## src/rtl/jcfg_pkg.sv

```systemverilog
package jcfg_pkg;
  localparam int IR_W      = 8;
  localparam int RST_EDGES = 6;  // five TMS-high, one TMS-low
  localparam int IR_PRE    = 4;  // RTI -> SelDR -> SelIR -> CapIR -> ShIR
  localparam int DR_PRE    = 3;  // RTI -> SelDR -> CapDR -> ShDR
  localparam int SCAN_POST = 2;  // Exit1 -> Update -> RTI
  localparam int TLR_EDGES = 3;

  typedef enum logic [3:0] {
    OP_RST, OP_IR_EN, OP_WAIT_EN, OP_IR_WR, OP_ROW,
    OP_IR_DIS, OP_WAIT_DIS, OP_IR_BYP, OP_TLR
  } op_e;

  function automatic logic is_ir(op_e op);
    return op inside {OP_IR_EN, OP_IR_WR, OP_IR_DIS, OP_IR_BYP};
  endfunction

  function automatic logic [IR_W-1:0] ir_code(op_e op);
    case (op)
      OP_IR_EN:  return 8'hE8;
      OP_IR_WR:  return 8'hE6;
      OP_IR_DIS: return 8'hC0;
      OP_IR_BYP: return 8'hFF;
      default:   return 8'hFF;
    endcase
  endfunction
endpackage

```

## src/rtl/jcfg_tck_div.sv

```systemverilog
module jcfg_tck_div #(
  parameter int DIV_W = 8
) (
  input  logic             clk_i,
  input  logic             rst_ni,
  input  logic             en_i,
  input  logic [DIV_W-1:0] div_i,
  output logic             tck_o,
  output logic             fall_o
);
  logic [DIV_W-1:0] cnt_q;
  logic             tck_q;
  logic             hit;

  assign hit = (cnt_q == div_i);

  always_ff @(posedge clk_i or negedge rst_ni) begin
    if (!rst_ni) begin
      cnt_q <= '0;
      tck_q <= 1'b0;
    end else if (!en_i) begin
      cnt_q <= '0;
      tck_q <= 1'b0;
    end else if (hit) begin
      cnt_q <= '0;
      tck_q <= ~tck_q;
    end else begin
      cnt_q <= cnt_q + DIV_W'(1);
    end
  end

  assign tck_o  = tck_q;
  assign fall_o = en_i && hit && tck_q;
endmodule

```

## src/rtl/jcfg_op_decode.sv

```systemverilog
module jcfg_op_decode
  import jcfg_pkg::*;
#(
  parameter int SH_W      = 281,
  parameter int EN_DWELL  = 800,
  parameter int DIS_DWELL = 100,
  parameter int CNT_W     = 10
) (
  input  op_e              op_i,
  input  logic [CNT_W-1:0] bcnt_i,
  output logic             last_o,
  output logic             tms_o,
  output logic             body_o
);
  localparam int IR_BODY_END = IR_PRE + IR_W;
  localparam int DR_BODY_END = DR_PRE + SH_W;

  int b;
  assign b = int'(bcnt_i);

  always_comb begin
    last_o = 1'b0;
    tms_o  = 1'b0;
    body_o = 1'b0;
    case (op_i)
      OP_RST: begin
        last_o = (b == RST_EDGES - 1);
        tms_o  = (b <  RST_EDGES - 1);
      end
      OP_IR_EN, OP_IR_WR, OP_IR_DIS, OP_IR_BYP: begin
        last_o = (b == IR_BODY_END + SCAN_POST - 1);
        tms_o  = (b < 2) || (b == IR_BODY_END - 1) || (b == IR_BODY_END);
        body_o = (b >= IR_PRE) && (b < IR_BODY_END);
      end
      OP_WAIT_EN:  last_o = (b == EN_DWELL - 1);
      OP_WAIT_DIS: last_o = (b == DIS_DWELL - 1);
      OP_ROW: begin
        last_o = (b == DR_BODY_END + SCAN_POST - 1);
        tms_o  = (b == 0) || (b == DR_BODY_END - 1) || (b == DR_BODY_END);
        body_o = (b >= DR_PRE) && (b < DR_BODY_END);
      end
      OP_TLR: begin
        last_o = (b == TLR_EDGES - 1);
        tms_o  = 1'b1;
      end
      default: last_o = 1'b1;
    endcase
  end
endmodule

```

## src/rtl/jcfg_shifter.sv

```systemverilog
module jcfg_shifter #(
  parameter int W = 281
) (
  input  logic         clk_i,
  input  logic         rst_ni,
  input  logic         load_i,
  input  logic [W-1:0] val_i,
  input  logic         shift_i,
  output logic         bit_o
);
  logic [W-1:0] sh_q;

  always_ff @(posedge clk_i or negedge rst_ni) begin
    if (!rst_ni)      sh_q <= '0;
    else if (load_i)  sh_q <= val_i;
    else if (shift_i) sh_q <= {1'b0, sh_q[W-1:1]};
  end

  assign bit_o = sh_q[0];
endmodule

```

## src/rtl/jcfg_write_seq.sv

```systemverilog
module jcfg_write_seq
  import jcfg_pkg::*;
#(
  parameter int ROWS      = 98,
  parameter int DATA_W    = 274,
  parameter int ADDR_W    = 7,
  parameter int EN_DWELL  = 800,
  parameter int DIS_DWELL = 100,
  parameter int DIV_W     = 8,
  localparam int IDX_W    = (ROWS > 1) ? $clog2(ROWS) : 1
) (
  input  logic              clk_i,
  input  logic              rst_ni,
  input  logic              start_i,
  input  logic [DIV_W-1:0]  div_i,
  output logic              busy_o,
  output logic              done_o,
  output logic              row_req_o,
  output logic [IDX_W-1:0]  row_idx_o,
  input  logic              row_rdy_i,
  input  logic [DATA_W-1:0] row_data_i,
  input  logic [ADDR_W-1:0] row_addr_i,
  output logic              tck_o,
  output logic              tms_o,
  output logic              tdi_o
);
  localparam int SH_W      = DATA_W + ADDR_W;
  localparam int ROW_EDGES = DR_PRE + SH_W + SCAN_POST;
  localparam int MAX_A     = (ROW_EDGES > EN_DWELL) ? ROW_EDGES : EN_DWELL;
  localparam int MAX_CNT   = (MAX_A > DIS_DWELL) ? MAX_A : DIS_DWELL;
  localparam int CNT_W     = $clog2(MAX_CNT + 1);

  logic             busy_q, done_q, fetch_q;
  op_e              op_q, next_op;
  logic [CNT_W-1:0] bcnt_q;
  logic [IDX_W-1:0] idx_q;
  logic             last_row;
  logic             fall, dec_last, dec_tms, dec_body, sh_bit;
  logic             op_end, load_ir, load_row;
  logic [SH_W-1:0]  load_val;

  jcfg_tck_div #(.DIV_W(DIV_W)) u_div (
    .clk_i  (clk_i),
    .rst_ni (rst_ni),
    .en_i   (busy_q && !fetch_q),
    .div_i  (div_i),
    .tck_o  (tck_o),
    .fall_o (fall)
  );

  jcfg_op_decode #(
    .SH_W(SH_W), .EN_DWELL(EN_DWELL), .DIS_DWELL(DIS_DWELL), .CNT_W(CNT_W)
  ) u_dec (
    .op_i   (op_q),
    .bcnt_i (bcnt_q),
    .last_o (dec_last),
    .tms_o  (dec_tms),
    .body_o (dec_body)
  );

  assign last_row = (idx_q == IDX_W'(ROWS - 1));
  assign op_end   = fall && dec_last;

  always_comb begin
    case (op_q)
      OP_RST:      next_op = OP_IR_EN;
      OP_IR_EN:    next_op = OP_WAIT_EN;
      OP_WAIT_EN:  next_op = OP_IR_WR;
      OP_IR_WR:    next_op = OP_ROW;
      OP_ROW:      next_op = last_row ? OP_IR_DIS : OP_ROW;
      OP_IR_DIS:   next_op = OP_WAIT_DIS;
      OP_WAIT_DIS: next_op = OP_IR_BYP;
      default:     next_op = OP_TLR;
    endcase
  end

  // One shifter serves both instruction and row scans
  assign load_row = fetch_q && row_rdy_i;
  assign load_ir  = op_end && is_ir(next_op);
  assign load_val = fetch_q ? {row_addr_i, row_data_i} : SH_W'(ir_code(next_op));

  jcfg_shifter #(.W(SH_W)) u_sh (
    .clk_i   (clk_i),
    .rst_ni  (rst_ni),
    .load_i  (load_row || load_ir),
    .val_i   (load_val),
    .shift_i (fall && dec_body),
    .bit_o   (sh_bit)
  );

  always_ff @(posedge clk_i or negedge rst_ni) begin
    if (!rst_ni) begin
      busy_q  <= 1'b0;
      done_q  <= 1'b0;
      fetch_q <= 1'b0;
      op_q    <= OP_RST;
      bcnt_q  <= '0;
      idx_q   <= '0;
    end else if (!busy_q) begin
      if (start_i) begin
        busy_q  <= 1'b1;
        done_q  <= 1'b0;
        fetch_q <= 1'b0;
        op_q    <= OP_RST;
        bcnt_q  <= '0;
        idx_q   <= '0;
      end
    end else if (fetch_q) begin
      if (row_rdy_i) fetch_q <= 1'b0;
    end else if (fall) begin
      if (!dec_last) begin
        bcnt_q <= bcnt_q + CNT_W'(1);
      end else begin
        bcnt_q <= '0;
        op_q   <= next_op;
        if (op_q == OP_TLR) begin
          busy_q <= 1'b0;
          done_q <= 1'b1;
        end else if (op_q == OP_IR_WR) begin
          fetch_q <= 1'b1;
        end else if (op_q == OP_ROW && !last_row) begin
          idx_q   <= idx_q + IDX_W'(1);
          fetch_q <= 1'b1;
        end
      end
    end
  end

  assign busy_o    = busy_q;
  assign done_o    = done_q;
  assign row_req_o = fetch_q;
  assign row_idx_o = idx_q;
  assign tms_o     = busy_q && dec_tms;
  assign tdi_o     = busy_q && dec_body && sh_bit;
endmodule

```

## config.mk

```make
export PLATFORM = sky130hd
export DESIGN_NAME = jcfg_write_seq
export DESIGN_NICKNAME = d
export VERILOG_FILES = /design/src/rtl/jcfg_pkg.sv /design/src/rtl/jcfg_tck_div.sv /design/src/rtl/jcfg_op_decode.sv /design/src/rtl/jcfg_shifter.sv /design/src/rtl/jcfg_write_seq.sv
export SDC_FILE = /design/constraint.sdc
export NUM_CORES = 1
export LEC_CHECK = 0
export ABC_AREA = 1
export BUFFER_PORTS_ARGS = -buffer_cell sky130_fd_sc_hd__buf_2
export CAP_MARGIN = 10
export CORE_MARGIN = 2
export CORE_UTILIZATION = 38
export DETAILED_ROUTE_END_ITERATION = 12
export PLACE_DENSITY_LB_ADDON = 0.08
export SETUP_SLACK_MARGIN = 0.02
export SYNTH_ARGS = -nofsm -noshare
export SYNTH_HDL_FRONTEND = slang
export SYNTH_SLANG_ARGS = --single-unit
```

## constraint.sdc

```tcl
create_clock -name clk_i -period 2.4 [get_ports clk_i]
set_input_delay 0.48 -clock clk_i [delete_from_list [all_inputs] [get_ports clk_i]]
set_output_delay 0.48 -clock clk_i [all_outputs]
set_load 0.05 [all_outputs]
```

# --- Word level (Yosys, flattened, before mapping) ---
# Index checks and enable logic that the tools add are counted.
op_classes:
  eq_ne: 32
  bitwise: 1
  add_sub_neg: 3
  reduce_logical: 30
  n_lt_le_gt_ge: 6
  muxes: 51
op_table:
  columns: ["op", "count"]
  rows:
  - ["281-bit two-way mux", 3]
  - ["7-bit two-way mux", 8]
  - ["10-bit two-way mux", 5]
  - ["32-bit logical NOT", 1]
  - ["10-bit == test (second input constant)", 3]
  - ["10-bit by 5-bit == test with 1-bit output (second input constant)", 3]
  - ["4-bit one-hot mux with 7 select lines", 1]
  - ["4-bit by 3-bit == test with 1-bit output (second input constant)", 6]
  - ["1-bit two-way mux", 23]
  - ["4-bit two-way mux", 5]
  - ["6-bit one-hot mux with 3 select lines", 1]
  - ["8-bit two-way mux", 2]
  - ["1-bit logical AND", 13]
  - ["4-bit by 2-bit == test with 1-bit output (second input constant)", 3]
  - ["10-bit by 1-bit adder with 10-bit output (second input constant)", 1]
  - ["10-bit by 3-bit == test with 1-bit output (second input constant)", 1]
  - ["10-bit by 4-bit == test with 1-bit output (second input constant)", 1]
  - ["10-bit by 8-bit == test with 1-bit output (second input constant)", 1]
  - ["10-bit by 9-bit == test with 1-bit output (second input constant)", 1]
  - ["10-bit by 2-bit >= comparator with 1-bit output (second input constant)", 1]
  - ["10-bit by 3-bit >= comparator with 1-bit output (second input constant)", 1]
  - ["10-bit by 2-bit less-than comparator with 1-bit output (second input constant)", 1]
  - ["10-bit by 3-bit less-than comparator with 1-bit output (second input constant)", 1]
  - ["10-bit by 4-bit less-than comparator with 1-bit output (second input constant)", 1]
  - ["23 further kinds", 36]
word_totals:
  reg_bits: 314
  in_bits: 293
  elab_cells: 132
  out_inout_bits: 13

# --- Depth between registers and ports, before layout ---
depth:
  ltp_word: 10
  mapped_depth: 16

# --- By module ---
# A second synthesis with hierarchy kept.
unflattened:
  cells_unflattened: 2517
  hier_area_um2: 17347.9
modules_own_cells:
  columns: ["mod", "seq_area_each_um2", "area_per_inst_um2", "cells_each", "n_inst"]
  rows:
  - ["jcfg_shifter", 7031.7, 12518.3, 1529, 1]
  - ["jcfg_write_seq", 600.6, 3824.9, 807, 1]
  - ["jcfg_tck_div", 225.2, 584.3, 82, 1]
  - ["jcfg_op_decode", 0.0, 420.4, 99, 1]

# --- Least setup slack after synthesis ---
# OpenSTA, ideal clock, no wires.
synth_path:
  path_type: "register to register"
  from: "reg idx_q[0], in the netlist row_idx_o[0]"
  to: "reg u_sh.sh_q[100]"
  setup_slack_ns: 0.135
  stages_incl_launch_ff: 11
  required_time_ns: 2.275
  setup_time_ns: 0.125
  t_arrival_ns: 2.139
  path_cell_list: "dfrtp_1 -> ha_1 -> nor4b_1 -> nand2_1 -> nand3_1 -> nand3_2 -> buf_2 -> buf_6 -> buf_6 -> nand4_1 -> nand3_1"
synth_via:
  elab_chain_len: 8
  word_cells_on_any_way: 12
synth_lines:
  columns: ["item", "line_no", "rtl"]
  rows:
  - ["start, declared", "jcfg_write_seq.sv:36", "logic [IDX_W-1:0] idx_q;"]
  - ["start signal, assigned", "jcfg_write_seq.sv:122", "idx_q <= idx_q + IDX_W'(1);"]
  - ["7-bit == test (*)", "jcfg_write_seq.sv:61", "assign last_row = (idx_q == IDX_W'(ROWS - 1));"]
  - ["1-bit two-way mux (*)", "jcfg_write_seq.sv:70", "OP_ROW: next_op = last_row ? OP_IR_DIS : OP_ROW;"]
  - ["4-bit one-hot mux with 7 select lines (*)", "jcfg_write_seq.sv:65", "case (op_q)"]
  - ["4-bit by 1-bit == test with 1-bit output (tied with other cells)", "jcfg_pkg.sv:15", "return op inside {OP_IR_EN, OP_IR_WR, OP_IR_DIS, OP_IR_BYP};"]
  - ["4-bit nonzero test (*)", "jcfg_pkg.sv:15", null]
  - ["1-bit logical AND (*)", "jcfg_write_seq.sv:79", "assign load_ir = op_end && is_ir(next_op);"]
  - ["1-bit logical OR (*)", "jcfg_write_seq.sv:85", ".load_i (load_row || load_ir),"]
  - ["281-bit two-way mux or 2-bit nonzero test (tied branches)", null, null]
  - ["end signal, assigned", "jcfg_shifter.sv:15", "else if (load_i) sh_q <= val_i;"]
  - ["end signal, assigned", "jcfg_shifter.sv:16", "else if (shift_i) sh_q <= {1'b0, sh_q[W-1:1]};"]
  - ["end, declared", "jcfg_shifter.sv:11", "logic [W-1:0] sh_q;"]
# Mark *: on every way between the ends. The rest lies on a longest branch, timed or not.
# A chain may end at the register's enable or synchronous reset.

# --- Worst setup path after layout ---
layout_path:
  from: "reg bcnt_q[1]"
  to: "out tms_o"
layout_via:
  elab_chain_len: 5
  word_cells_on_any_way: 13
layout_lines:
  columns: ["item", "line_no", "rtl"]
  rows:
  - ["start, declared", "jcfg_write_seq.sv:35", "logic [CNT_W-1:0] bcnt_q;"]
  - ["start signal, assigned", "jcfg_write_seq.sv:112", "bcnt_q <= bcnt_q + CNT_W'(1);"]
  - ["10-bit by 2-bit less-than comparator with 1-bit output (tied with other cells)", "jcfg_op_decode.sv:32", "tms_o = (b < 2) || (b == IR_BODY_END - 1) || (b == IR_BODY_END);"]
  - ["1-bit logical OR, on equally long branches (2 in series)", "jcfg_op_decode.sv:32, jcfg_op_decode.sv:39", null]
  - ["1-bit one-hot mux with 4 select lines (*)", "jcfg_op_decode.sv:25", "case (op_i)"]
  - ["1-bit logical AND (*)", "jcfg_write_seq.sv:133", "assign tms_o = busy_q && dec_tms;"]
  - ["end, declared", "jcfg_write_seq.sv:24", "output logic tms_o,"]
# Marked as above.

==> flow_summary.json <==
{
  "status": "complete, but fails checks",
  "violations": "negative setup slack",
  "die-area_um2": 42300,
  "startpoint_type": "register",
  "cap_violations": 0,
  "slew_headroom_pct": 55.1,
  "ys_top_cells_by_area": "dfrtp_1 (51%), nand2_1 (16%), a22o_1 (7.2%), nand4_1 (6.3%), nand3_1 (5.6%)",
  "setup_slack_ns": -0.221,
  "clock-sinks": 314,
  "arrival_ns": 2.14,
  "syn_avg_cell_area_um2": 8.30,
  "fmax_mhz": 382,
  "nNetsFinal": 2549,
  "crit_path_end_kind": "output port",
  "drtIter0Drc": 996,
  "fp-row-count": 73,
  "ios": 306,
  "use_met1_pct": 31.6,
  "grtUsageMet2_pct": 33.2,
  "fin_crit_ns": 2.62,
  "dp_hpwl_um": 30700,
  "ir_drop_mv": 0.519,
  "vias_per_cell": 5.16,
  "syn_nets": 2164,
  "stdcell_area_um2": 21000,
  "synthFlopType": "dfrtp_1",
  "core_area_um2": 40000,
  "clock_latency_ns": 0.55,
  "synth.distinct_cells": 39,
  "synthCells": 1865,
  "numCtsBuffers": 38,
  "place_congestion": 0.822,
  "cts-root-buf": "clkbuf_16",
  "crit_fanout": 3,
  "grt_pass1_vias": 13800,
  "p_per_area_nw_per_um2": 784,
  "hold_path.class": "in -> reg",
  "syn2layout_area_growth_pct": 35.6,
  "postRouteAntennaNets": 0,
  "whs_ns": 0.137,
  "p_leak_nw": 10.6,
  "place_area_um2": 18100,
  "drc_errors": 0,
  "dr.pass1.iters": 5,
  "antenna_found_initial": 12,
  "grt_max_degree": 101,
  "syn_area_um2": 15500,
  "vias": 14500,
  "async_reset_ff_share_pct": 100,
  "finalWirelength_um": 51600,
  "fin_util_pct": 52.4,
  "worst_pin_slew_ns": 0.674,
  "grtUsageTotal_pct": 21.9,
  "finalCritPeriodShare_pct": 109,
  "dieHeight_um": 206,
  "wl_per_cell_um": 18.3,
  "drive_gt1_share_pct": 26.6,
  "synth_top_area_cell": "dfrtp_1",
  "h-tree-depth": 2,
  "clkTransAtPathRegs_ns": 0.06,
  "cp.required_ns": 1.92,
  "finalPower_mw": 16.4,
  "layout_commonest_cell": "nand2_1",
  "pre_cts_slack_ns": -0.0404,
  "yosysWarnings": 0,
  "use_met3_pct": 4.61,
  "reg2reg_slack_ns": -0.08,
  "fillers": 3799,
  "grt_pass1_wl_um": 74000,
  "yosys_register_bits": 314,
  "final-setup-viol-count": 156,
  "start_util_pct": 38.7,
  "fin_worst_skew_ns": 0.0135,
  "synth_edf_count": 0,
  "die_w_um": 206,
  "synth.top_cell.area_share_pct": 50.8,
  "cts_tree": "yes",
  "rsz0062_at_grt": "yes",
  "io_buffers": 305,
  "clockBufferDepth": 3,
  "grt_overflow": 0,
  "top_usage_layer": "met2",
  "ys_seq_area_share_pct": 50.8,
  "finalMaxSlewViolations": 0,
  "most-common-layout-cells": "nand2_1 (626), dfrtp_1 (310), buf_2 (302)",
  "crit_type": "reg -> out",
  "hold_viol": 0
}
through the flow:
step | TNS [ns] | instances
global route | -50.71 | 2807
global placement | -0.200 | 2658
floorplan | 0 | 1865
CTS | -0.441 | 2742
finish | -7.29 | 2812
detailed placement | -0.910 | 2658
synth_stat cells (3+ instances only):
master    number
nand2_1      649
or2_2          8
inv_2          3
nor2_1        46
o21ai_0       17
nand4_1      156
buf_1         15
nand3b_1       5
buf_2         44
xor2_1        16
nand3_1      173
clkbuf_1      47
nor3_1         8
buf_4          7
a22o_1       128
dfrtp_1      314
a21oi_1       11
inv_1        160
buf_6         19
o21ai_1        8
ha_1           6
worst max-delay path: stages (launching register included):
cell and delay [ns]:
dfrtp_1 0.39, ha_2 0.20, inv_2 0.04, nand2_1 0.05, o211ai_1 0.09, or3_1 0.33
a21oi_2 0.13, o31a_1 0.19, buf_6 0.17
metal layers:
layer	vias up	wire [µm]
met4	10	886
met5	-	61
li1	6997	-
met1	7021	24200
met3	62	3410
met2	415	23000
area by class of cell:
cell class              instances  area (µm²)  share of cell area (%)
flip-flops and latches        314        7860                    37.5
multi-input cells            1254        6420                    30.6
repair buffers                477        4060                    19.4
clock buffers                  53        1110                    5.28
well taps                     525         657                    3.13
inverters                     165         642                    3.06
clock inverters                15         209                   0.996
diodes                          9        22.5                   0.107
flip-flops by register name (all words and copies together), names as in the netlist:
name         count
bcnt_q          10
row_idx_o        7
u_div.cnt_q      8
busy_o           1
row_req_o        1
u_div.tck_o      1
done_o           1
op_q             4
u_sh.sh_q      281
repair_timing:
action,in CTS,in global routing
resized for setup,22,66
setup buffers,12,20
endpoints found under the hold margin,44,0
endpoints found under the setup margin,186,300
hold buffers,1,0
pin swaps,4,29
gates cloned,3,41
cell families (layout without fill, tap and decap cells):
kind of cell | count (synthesis) | count (layout) | synth area share (%)
simple gates | 1058 | 1058 | 30.2
flops | 314 | 314 | 50.8
buf+inv | 297 | 710 | 8.66
compound gates | 174 | 174 | 8.93
xor+xnor | 16 | 16 | 0.906
fa+ha+maj | 6 | 6 | 0.485
other cells | 0 | 9 | 0
worst paths after layout:
| kind | to | from | depth (start not counted) |
|---|---|---|---|
| setup / recovery | tms_o | bcnt_q[1]$_DFFE_PN0P_ | 8 |
| hold / removal | u_sh.sh_q[280]$_DFFE_PN0P_ | row_addr_i[6] | 3 |
| setup reg to reg | u_sh.sh_q[227]$_DFFE_PN0P_ | op_q[0]$_DFFE_PN0P_ | 17 |
| hold reg to reg | u_sh.sh_q[207]$_DFFE_PN0P_ | u_sh.sh_q[207]$_DFFE_PN0P_ | 2 |
| max in group asynchronous | u_sh.sh_q[44]$_DFFE_PN0P_ | rst_ni | 4 |
| min in group asynchronous | u_sh.sh_q[166]$_DFFE_PN0P_ | rst_ni | 2 |
power breakdown:
group	leakage (nW)	switching [mW]	internal, mW
combinational	6.06	1.29	1.20
sequential	3.93	0.939	6.89
clock	0.648	2.36	3.76
Note: power is estimated with default switching activity, not from simulation.
